$ cat src/rtl/zt_sram_pkg.sv
package zt_sram_pkg;

  typedef enum logic [1:0] {
    OP_NONE  = 2'd0,
    OP_READ  = 2'd1,
    OP_WRITE = 2'd2
  } zt_op_e;

  function automatic zt_op_e decode_op(input logic sel, input logic wr_n);
    if (!sel)      return OP_NONE;
    else if (wr_n) return OP_READ;
    else           return OP_WRITE;
  endfunction

endpackage

$ cat src/rtl/zt_cmd_pipe.sv
module zt_cmd_pipe
  import zt_sram_pkg::*;
#(
  parameter int AW    = 6,
  parameter int LANES = 4,
  parameter int LAT   = 2
) (
  input  logic             clk,
  input  logic             rst_n,
  input  logic             adv,
  input  zt_op_e           op_in,
  input  logic [AW-1:0]    addr_in,
  input  logic [LANES-1:0] ben_in,
  output zt_op_e           op_head,
  output zt_op_e           op_tail,
  output logic [AW-1:0]    addr_tail,
  output logic [LANES-1:0] ben_tail
);

  zt_op_e           op_q   [LAT];
  logic [AW-1:0]    addr_q [LAT];
  logic [LANES-1:0] ben_q  [LAT];

  always_ff @(posedge clk or negedge rst_n) begin
    if (!rst_n) begin
      for (int s = 0; s < LAT; s++) op_q[s] <= OP_NONE;
    end else if (adv) begin
      op_q[0] <= op_in;
      for (int s = 1; s < LAT; s++) op_q[s] <= op_q[s-1];
    end
  end

  always_ff @(posedge clk) begin
    if (adv) begin
      addr_q[0] <= addr_in;
      ben_q[0]  <= ben_in;
      for (int s = 1; s < LAT; s++) begin
        addr_q[s] <= addr_q[s-1];
        ben_q[s]  <= ben_q[s-1];
      end
    end
  end

  assign op_head   = op_q[0];
  assign op_tail   = op_q[LAT-1];
  assign addr_tail = addr_q[LAT-1];
  assign ben_tail  = ben_q[LAT-1];

endmodule

$ cat src/rtl/zt_store.sv
module zt_store #(
  parameter int AW    = 6,
  parameter int LANES = 4,
  parameter int LW    = 9
) (
  input  logic                clk,
  input  logic                rst_n,
  input  logic                adv,
  input  logic                wr_go,
  input  logic [AW-1:0]       wr_addr,
  input  logic [LANES-1:0]    wr_ben,
  input  logic [LANES*LW-1:0] wr_data,
  input  logic [AW-1:0]       rd_addr,
  output logic [LANES*LW-1:0] rd_data,
  output logic                hold_v
);

  localparam int DW    = LANES * LW;
  localparam int DEPTH = 1 << AW;

  logic [DW-1:0]    mem [DEPTH];
  logic [AW-1:0]    hold_a;
  logic [LANES-1:0] hold_b;
  logic [DW-1:0]    hold_d;
  logic             hit;

  always_ff @(posedge clk or negedge rst_n) begin
    if (!rst_n)   hold_v <= 1'b0;
    else if (adv) hold_v <= wr_go;
  end

  always_ff @(posedge clk) begin
    if (adv && wr_go) begin
      hold_a <= wr_addr;
      hold_b <= wr_ben;
      hold_d <= wr_data;
    end
  end

  always_ff @(posedge clk) begin
    if (adv && hold_v) begin
      for (int l = 0; l < LANES; l++) begin
        if (hold_b[l]) mem[hold_a][l*LW +: LW] <= hold_d[l*LW +: LW];
      end
    end
  end

  assign hit = hold_v && (hold_a == rd_addr);

  generate
    for (genvar l = 0; l < LANES; l++) begin : g_fwd
      assign rd_data[l*LW +: LW] = (hit && hold_b[l]) ? hold_d[l*LW +: LW]
                                                      : mem[rd_addr][l*LW +: LW];
    end
  endgenerate

endmodule

$ cat src/rtl/zt_out_stage.sv
module zt_out_stage #(
  parameter int DW = 36
) (
  input  logic          clk,
  input  logic          rst_n,
  input  logic          adv,
  input  logic          rd_go,
  input  logic [DW-1:0] rd_data,
  input  logic          oe_n,
  output logic [DW-1:0] dout,
  output logic          dout_en,
  output logic          drv
);

  always_ff @(posedge clk or negedge rst_n) begin
    if (!rst_n) begin
      dout <= '0;
      drv  <= 1'b0;
    end else if (adv) begin
      drv <= rd_go;
      if (rd_go) dout <= rd_data;
    end
  end

  assign dout_en = drv & ~oe_n;

endmodule

$ cat src/rtl/zt_sram.sv
module zt_sram
  import zt_sram_pkg::*;
#(
  parameter int ADDR_W = 6,
  parameter int LANES  = 4,
  parameter int LANE_W = 9,
  parameter int LAT    = 2
) (
  input  logic                     clk,
  input  logic                     rst_n,
  input  logic                     clk_en_n,
  input  logic                     ce1_n,
  input  logic                     ce2,
  input  logic                     ce3_n,
  input  logic                     wr_n,
  input  logic [ADDR_W-1:0]        addr,
  input  logic [LANES-1:0]         lane_sel_n,
  input  logic                     oe_n,
  input  logic [LANES*LANE_W-1:0]  din,
  output logic [LANES*LANE_W-1:0]  dout,
  output logic                     dout_en
);

  localparam int DATA_W = LANES * LANE_W;

  logic              adv;
  logic              sel;
  zt_op_e            op_in;
  zt_op_e            op_head;
  zt_op_e            op_tail;
  logic [ADDR_W-1:0] addr_tail;
  logic [LANES-1:0]  ben_tail;
  logic [DATA_W-1:0] rd_data;
  logic              hold_v;
  logic              drv_q;

  assign adv   = ~clk_en_n;
  assign sel   = ~ce1_n & ce2 & ~ce3_n;
  assign op_in = decode_op(sel, wr_n);

  zt_cmd_pipe #(.AW(ADDR_W), .LANES(LANES), .LAT(LAT)) u_pipe (
    .clk       (clk),
    .rst_n     (rst_n),
    .adv       (adv),
    .op_in     (op_in),
    .addr_in   (addr),
    .ben_in    (~lane_sel_n),
    .op_head   (op_head),
    .op_tail   (op_tail),
    .addr_tail (addr_tail),
    .ben_tail  (ben_tail)
  );

  zt_store #(.AW(ADDR_W), .LANES(LANES), .LW(LANE_W)) u_store (
    .clk     (clk),
    .rst_n   (rst_n),
    .adv     (adv),
    .wr_go   (op_tail == OP_WRITE),
    .wr_addr (addr_tail),
    .wr_ben  (ben_tail),
    .wr_data (din),
    .rd_addr (addr_tail),
    .rd_data (rd_data),
    .hold_v  (hold_v)
  );

  zt_out_stage #(.DW(DATA_W)) u_out (
    .clk     (clk),
    .rst_n   (rst_n),
    .adv     (adv),
    .rd_go   (op_tail == OP_READ),
    .rd_data (rd_data),
    .oe_n    (oe_n),
    .dout    (dout),
    .dout_en (dout_en),
    .drv     (drv_q)
  );

endmodule

$ cat config.mk
export PLATFORM = sky130hd
export DESIGN_NAME = zt_sram
export DESIGN_NICKNAME = d
export VERILOG_FILES = /design/src/rtl/zt_sram_pkg.sv /design/src/rtl/zt_cmd_pipe.sv /design/src/rtl/zt_store.sv /design/src/rtl/zt_out_stage.sv /design/src/rtl/zt_sram.sv
export SDC_FILE = /design/constraint.sdc
export NUM_CORES = 2
export LEC_CHECK = 0
export ABC_AREA = 1
export CAP_MARGIN = 10
export CORE_ASPECT_RATIO = 2
export CORE_MARGIN = 2
export CORE_UTILIZATION = 63
export CTS_BUF_LIST = sky130_fd_sc_hd__clkbuf_8 sky130_fd_sc_hd__clkbuf_16
export CTS_CLUSTER_SIZE = 10
export DETAILED_ROUTE_END_ITERATION = 8
export PLACE_DENSITY = 0.8
export SYNTH_ARGS = -nofsm -noshare
export SYNTH_HDL_FRONTEND = slang
export SYNTH_HIERARCHICAL = 1
export SYNTH_SLANG_ARGS = --single-unit
$ cat constraint.sdc
create_clock -name clk -period 2.6 [get_ports clk]
set_input_delay 0.65 -clock clk [delete_from_list [all_inputs] [get_ports clk]]
set_output_delay 0.65 -clock clk [all_outputs]
set_load 0.01 [all_outputs]
; ---- Yosys cells after proc, flatten, opt, wreduce, memory -nomap -nowiden
; Memories as Yosys holds them, arrays and structs flattened. A register that Yosys moved wholly into a read port is not among the register bits.
; Index checks and enable logic that the tools add are counted.
[word_totals]
register_bits = 48
ramBits = 2324
out_inout_bits = 37
memories = 3
[classes]
eq_ne = 2
muxes = 15
bitwise_logic = 8
reduce_logical = 4
[mem_list]
columns = memory, depth, word_bits, rd, rd_clocked_by_memory_dff, write_ports, line
row1 = u_store.mem, 64, 36, 1, 1, 1, zt_store.sv:21  ; logic [DW-1:0] mem [DEPTH];
row2 = u_pipe.addr_q, 2, 6, 2, 0, 2, zt_cmd_pipe.sv:21  ; logic [AW-1:0] addr_q [LAT];
row3 = u_pipe.ben_q, 2, 4, 2, 1, 2, zt_cmd_pipe.sv:22  ; logic [LANES-1:0] ben_q [LAT];
[ops]
columns = operator, n
row1 = two-way mux 1 bit, 13
row2 = two-way mux 2 bit, 2
row3 = NOT 1 bit, 4
row4 = NOT 4 bit, 1
row5 = bitwise AND 1 bit, 3
row6 = "equality test 2 x 1 -> 1 bit, second input constant", 1
row7 = "equality test 2 bit, second input constant", 1
row8 = logical AND 1 bit, 2
row9 = AND reduction 2 bit, 1
row10 = zero test 1 bit, 1

; ---- Logic depth before layout (Yosys ltp)
[depth]
depth_word = 4
ltp_mapped = 16
mapped_depth_nobuf = 13

; ---- Hierarchy
; Netlist, hierarchy kept.
[modules_own_cells]
columns = module, instances, cells_per_inst, area_each_um2, seq_area_each_um2
row1 = zt_store, 1, 7942, 94943.6, 70592.7
row2 = zt_out_stage, 1, 160, 1473.9, 925.9
row3 = zt_cmd_pipe, 1, 47, 824.5, 700.7
row4 = zt_sram, 1, 15, 62.6, 0.0

; ---- Least setup slack after synthesis
; OpenSTA, ideal clock, no wires.
[synth_path]
path_kind = input to register
startpoint = input port clk_en_n
endpoint = register u_store.hold_a[0] (enable)
setup_ns = 0.400
t_arrival_ns = 2.428
path_slack_ns = -0.228
cell_stages = 4
n_path_buf = 1
path_cell_list = inv_1 clkbuf_1 nand2_1 inv_1
[synth_via]
elab_chain_cells = 2
[synth_rtl]
columns = item, line
row1 = start: declaration, zt_sram.sv:11  ; input logic clk_en_n,
row2 = NOT 1 bit (no line), n/a
row3 = logical AND 1 bit, zt_store.sv:33  ; if (adv && wr_go) begin
row4 = end signal: assignment, zt_store.sv:34  ; hold_a <= wr_addr;
row5 = end: declaration, zt_store.sv:22  ; logic [AW-1:0] hold_a;
; No other way between the ends.
; A chain may end at the register's enable or synchronous reset.

; ---- Worst setup path in the final report
[layout_path]
startpoint = register u_store.hold_a[4]
endpoint = memory u_store.mem[60][0] (enable)
[layout_lines]
columns = item, line
row1 = end: declaration, zt_store.sv:21
; Straight into the memory's write port.

==> results.md <==
STA:
- The final critical delay including setup and external delays is roughly 2.6 ns.
- Setup repair after global routing left no endpoint under its margin.
- The highest clock rate is roughly 380 MHz.
- Adding up every negative setup slack in the final design gives -0.5139 ns.
- In this run the tightest slew margin relative to its limit is between 10% and 20%.
- Setup violations remaining at the end of the flow were counted as 27.
- The maximum clock skew at final layout is 0.04713 ns.
- The total count of max-transition violations in the final report was 0.
- The final clock period utilization by the worst path is 101.6%.
- The post-layout worst setup margin is -0.04190 ns.
- At the pin with the least slew margin, the transition time is 1.307 ns.
- Across all hold checks on the routed design, the worst slack comes to 0.3652 ns.
- The number of hold-slack violations in the final timing report is 0.

Setup path:
- The dominant cell type by count on the critical path is sky130_fd_sc_hd__buf_4.
- The type of element launching the critical path is a register.
- The maximum fanout along the worst path is 9.
- The classification of the worst setup path is reg -> reg.
- The critical path's largest stage delay is 0.72 ns.
- On the critical path the largest part of the delay comes from simple AND/OR/NAND/NOR gates.
- For the worst setup path, the data required time is about 3.1 ns.
- The buffer and inverter count on the worst path is 3.
- Walking the worst path, the cells encountered are inv_1, nor3_1, buf_4, nand2_1, nor2_1, buf_4.
- On the critical path, the stage with the largest delay is an instance of sky130_fd_sc_hd__nand2_1.
- The critical path endpoint category is a register.
- The data arrival time at the worst-slack endpoint is 3.15 ns.

Drt:
- The count of vias placed by the detailed router is between 60,000 and 70,000.
- The final antenna-violating net count is 0.
- In the routed layout, each cell is associated on average with a via count of 6.425.
- Dividing the detail-routed wire length by the instance count gives 26.52 µm.
- The routed wire length is 284,500 µm.
- The number of DRC violations after detailed routing is 0.
- The starting DRC count in detailed routing is between 10,000 and 15,000.
- The number of optimization iterations in the first detailed-route pass is 6.

Placement:
- In this run the tool buffered the top-level ports with 90 buffer cells.
- Routability-driven placement finished with a final weighted congestion of 0.9271.
- The placed cell count is 10,330.
- The detailed placement HPWL is between 150,000 and 200,000 µm.

Yosys:
- For this run, the number of Yosys warnings is 6.
- The distinct cell type count after synthesis is 23.
- The synthesized net count is around 8,200.
- The number of register bits inferred by synthesis is 2,412.
- The average instance in the mapped netlist occupies 11.92 µm².
- In the synthesized netlist, the number of instances is 8,164.
- After synthesis the cells add up to 97,300 µm².
- The part of the Yosys area used for sequential elements is 74.22%.

CTS:
- TritonCTS built the clock tree.
- The later pin in the worst-skew pair is clocked with a latency of between 0.8 and 0.9 ns.
- Clock-pin slew was measured on the worst setup and hold paths at 0.06 ns.
- The H-tree was split into 5 levels.
- The root buffer selected by CTS is sky130_fd_sc_hd__clkbuf_16.
- The number of clock sinks is 2,412.
- The maximum buffer depth of the clock tree is 4.
- The number of buffers inserted during clock tree synthesis is 283.

Power:
- In this run switching power makes up 23.03% of total power.
- Of the total power, the clock network draws 40.9%.
- The power per unit of standard cell area is 745.5 nW/µm².
- Summed over all cells, the static leakage comes to about 40 nW.
- The share of total power dissipated in combinational logic is 7.3%.
- The reported net switching power is between 15 and 20 mW.
- Cell internal power was estimated by the tool at 64.15 mW.
- The worst vdd rail ir drop is 0.8975 mV.
- Per report_power, the sequential group accounts for about 52% of the total.

Status:
- The final reports fail on setup timing.
- The run finished, with violations left.

Floorplanning:
- The initial utilization of the core area, before any placement, comes to 63.22%.
- The die outline area is 157,800 µm².
- During I/O placement, the number of pins put on the boundary was 91.
- The height of the die is ~560 µm.
- The core outline area is 153,900 µm².
- The die is 281.9 µm wide.
- The initialized floorplan defines 204 standard-cell rows.

Global route:
- The first global-routing pass estimated 415,900 µm of wire.
- The maximum number of pins on one net before global-route repair is 112.
- Global routing used 36.12% of the available tracks.
- The via count of the first global-routing pass is 66,210.
- The initial antenna violation count is 27.
- For this run the aggregate overflow at the end of global routing stands at 0.

Job:
- The tool flagged a number of max-cap violations equal to 0.

Cells and area:
- The net count reported at finish is roughly 8,600.
- The layout has 9,514 filler cells.
- Cells with a size suffix above 1 make up between 10% and 20% of the layout.
- The number of non-filler instances in the completed layout is 10,730.
- The area growth from synthesis to layout is 14.90%.
- The end-of-flow core utilization is 72.64%.

Worst hold path:
- The path class of the tightest hold or removal check is in -> reg.
## Yosys cell counts
master	n	area share, %
sky130_fd_sc_hd__nor2_8	1	0.021
sky130_fd_sc_hd__edfxtp_1	2370	73
sky130_fd_sc_hd__clkinv_1	1	0.0039
sky130_fd_sc_hd__buf_4	56	0.43
sky130_fd_sc_hd__nand2_2	1	0.0064
sky130_fd_sc_hd__xnor2_1	2	0.018
sky130_fd_sc_hd__nor2_1	261	1.0
sky130_fd_sc_hd__inv_1	19	0.073
sky130_fd_sc_hd__dfrtp_1	42	1.1
sky130_fd_sc_hd__nand3_1	2261	12
sky130_fd_sc_hd__xor2_1	2	0.018
sky130_fd_sc_hd__nand4_1	1	0.0064
sky130_fd_sc_hd__nand3_2	2	0.021
sky130_fd_sc_hd__nor3_1	16	0.082
sky130_fd_sc_hd__buf_2	250	1.3
sky130_fd_sc_hd__buf_6	4	0.046
sky130_fd_sc_hd__nor3_2	1	0.010
sky130_fd_sc_hd__nand2_1	2623	10
sky130_fd_sc_hd__nand2_4	4	0.046
sky130_fd_sc_hd__inv_2	10	0.039
sky130_fd_sc_hd__buf_1	80	0.31
sky130_fd_sc_hd__clkbuf_1	155	0.60
sky130_fd_sc_hd__o21ai_0	2	0.010
## timing repair
item,in CTS,in global routing
gates resized for setup,26,14
hold buffers,1,0
hold endpoints to repair,18,0
buffers inserted,1,2
endpoints found under the setup margin,19,88
## stage by stage
stage | power (mW) | area, µm² | setup slack, ns
final | 83.35 | 111800 | -0.04190
after global placement | 49.58 | 103900 | -0.1223
after floorplan | 46.84 | 97310 | 0.1292
after global routing | 85.16 | 111800 | 0.004201
after CTS | 83.26 | 111700 | 0.003386
after detailed placement | 49.72 | 103900 | -0.1234
## routing by layer
metal  vias to the layer above  GRT usage (%)  wire (µm)
met3                      1151          8.315      36390
met4                        18          27.21      24210
li1                      29610              -          -
met1                     32650          46.07      93560
met5                         -              0        142
met2                      5489          54.11     130200
## cells by family (layout without fill, tap and decap cells)
kind of cell,after synthesis,count (layout),share of synthesized area [%]
and+or+nand+nor,5171,5171,22.95
DFF,2412,2412,74.22
buffers and inverters,575,1050,2.786
xor gates and xnor gates,4,4,0.03601
AOI/OAI and AO/OA,2,2,0.01029
other,0,26,0
## final timing paths
check | start | end | slack, ns | cells past startpoint
max | u_store/hold_a[4]$_DFFE_PP_ | u_store/mem[60][0]$_DFFE_PP_ | -0.04 | 6
min | lane_sel_n[0] | u_pipe/ben_q[0][0]$_DFFE_PP_ | 0.37 | 2
max reg2reg | u_store/hold_a[4]$_DFFE_PP_ | u_store/mem[60][0]$_DFFE_PP_ | -0.04 | 6
min reg2reg | u_pipe/ben_q[0][6]$_DFFE_PP_ | u_store/hold_b[2]$_DFFE_PP_ | 0.43 | 0
max in group asynchronous | rst_n | u_out/dout[22]$_DFFE_PN0P_ | 1.61 | 3
min in group asynchronous | rst_n | u_out/dout[14]$_DFFE_PN0P_ | 0.39 | 2
## cell type report
type,count,area [µm²],area share (%)
Antenna cell,26,65.06,0.05819
Clock buffer,285,7132,6.379
Clock inverter,79,541.8,0.4846
Inverter,30,152.6,0.1365
Multi-Input combinational cell,5177,22410,20.05
Sequential cell,2412,72240,64.62
Tap cell,2060,2577,2.305
Timing Repair Buffer,656,6678,5.973
## power groups by stage
stage          Combinational, mW  Sequential (mW)  Clock, mW
6_report                    6.13             43.1       34.1
5_1_grt                     6.52             43.1       35.6
4_1_cts                     5.97             43.1       34.2
3_5_place_dp                5.90             43.8          0
3_3_place_gp                5.76             43.8          0
2_1_floorplan               3.24             43.6          0
## state kept, by name, summed over array words and instances, names as in the netlist
signal	count
u_pipe/ben_q	8
u_store/hold_b	4
u_store/hold_v	1
u_store/hold_a	6
u_store/hold_d	36
u_out/drv	1
u_pipe/op_head	2
u_out/dout	36
u_pipe/op_tail	2
u_pipe/addr_q	12
u_store/mem	2304
## worst register-to-register path, delay by kind of cell, from the launching register on
family,cells,cell delay [ns]
AND/OR/NAND/NOR,3,1.30
buffers and inverters,3,0.56
flip-flops,1,0.48
## placed cells by master, fill, tap and decap left out, types with 6 or more instances in the layout
cell type	instances
sky130_fd_sc_hd__buf_12	120
sky130_fd_sc_hd__buf_4	439
sky130_fd_sc_hd__clkbuf_16	285
sky130_fd_sc_hd__clkdlybuf4s50_1	79
sky130_fd_sc_hd__clkinv_8	11
sky130_fd_sc_hd__dfrtp_1	24
sky130_fd_sc_hd__dfrtp_2	18
sky130_fd_sc_hd__diode_2	26
sky130_fd_sc_hd__dlygate4sd2_1	6
sky130_fd_sc_hd__edfxtp_1	2370
sky130_fd_sc_hd__inv_1	75
sky130_fd_sc_hd__inv_2	6
sky130_fd_sc_hd__inv_6	8
sky130_fd_sc_hd__nand2_1	2618
sky130_fd_sc_hd__nand2_2	6
sky130_fd_sc_hd__nand3_1	2256
sky130_fd_sc_hd__nand3_2	7
sky130_fd_sc_hd__nor2_1	260
sky130_fd_sc_hd__nor3_1	16
No activity file was read; power rests on OpenSTA's default activity.
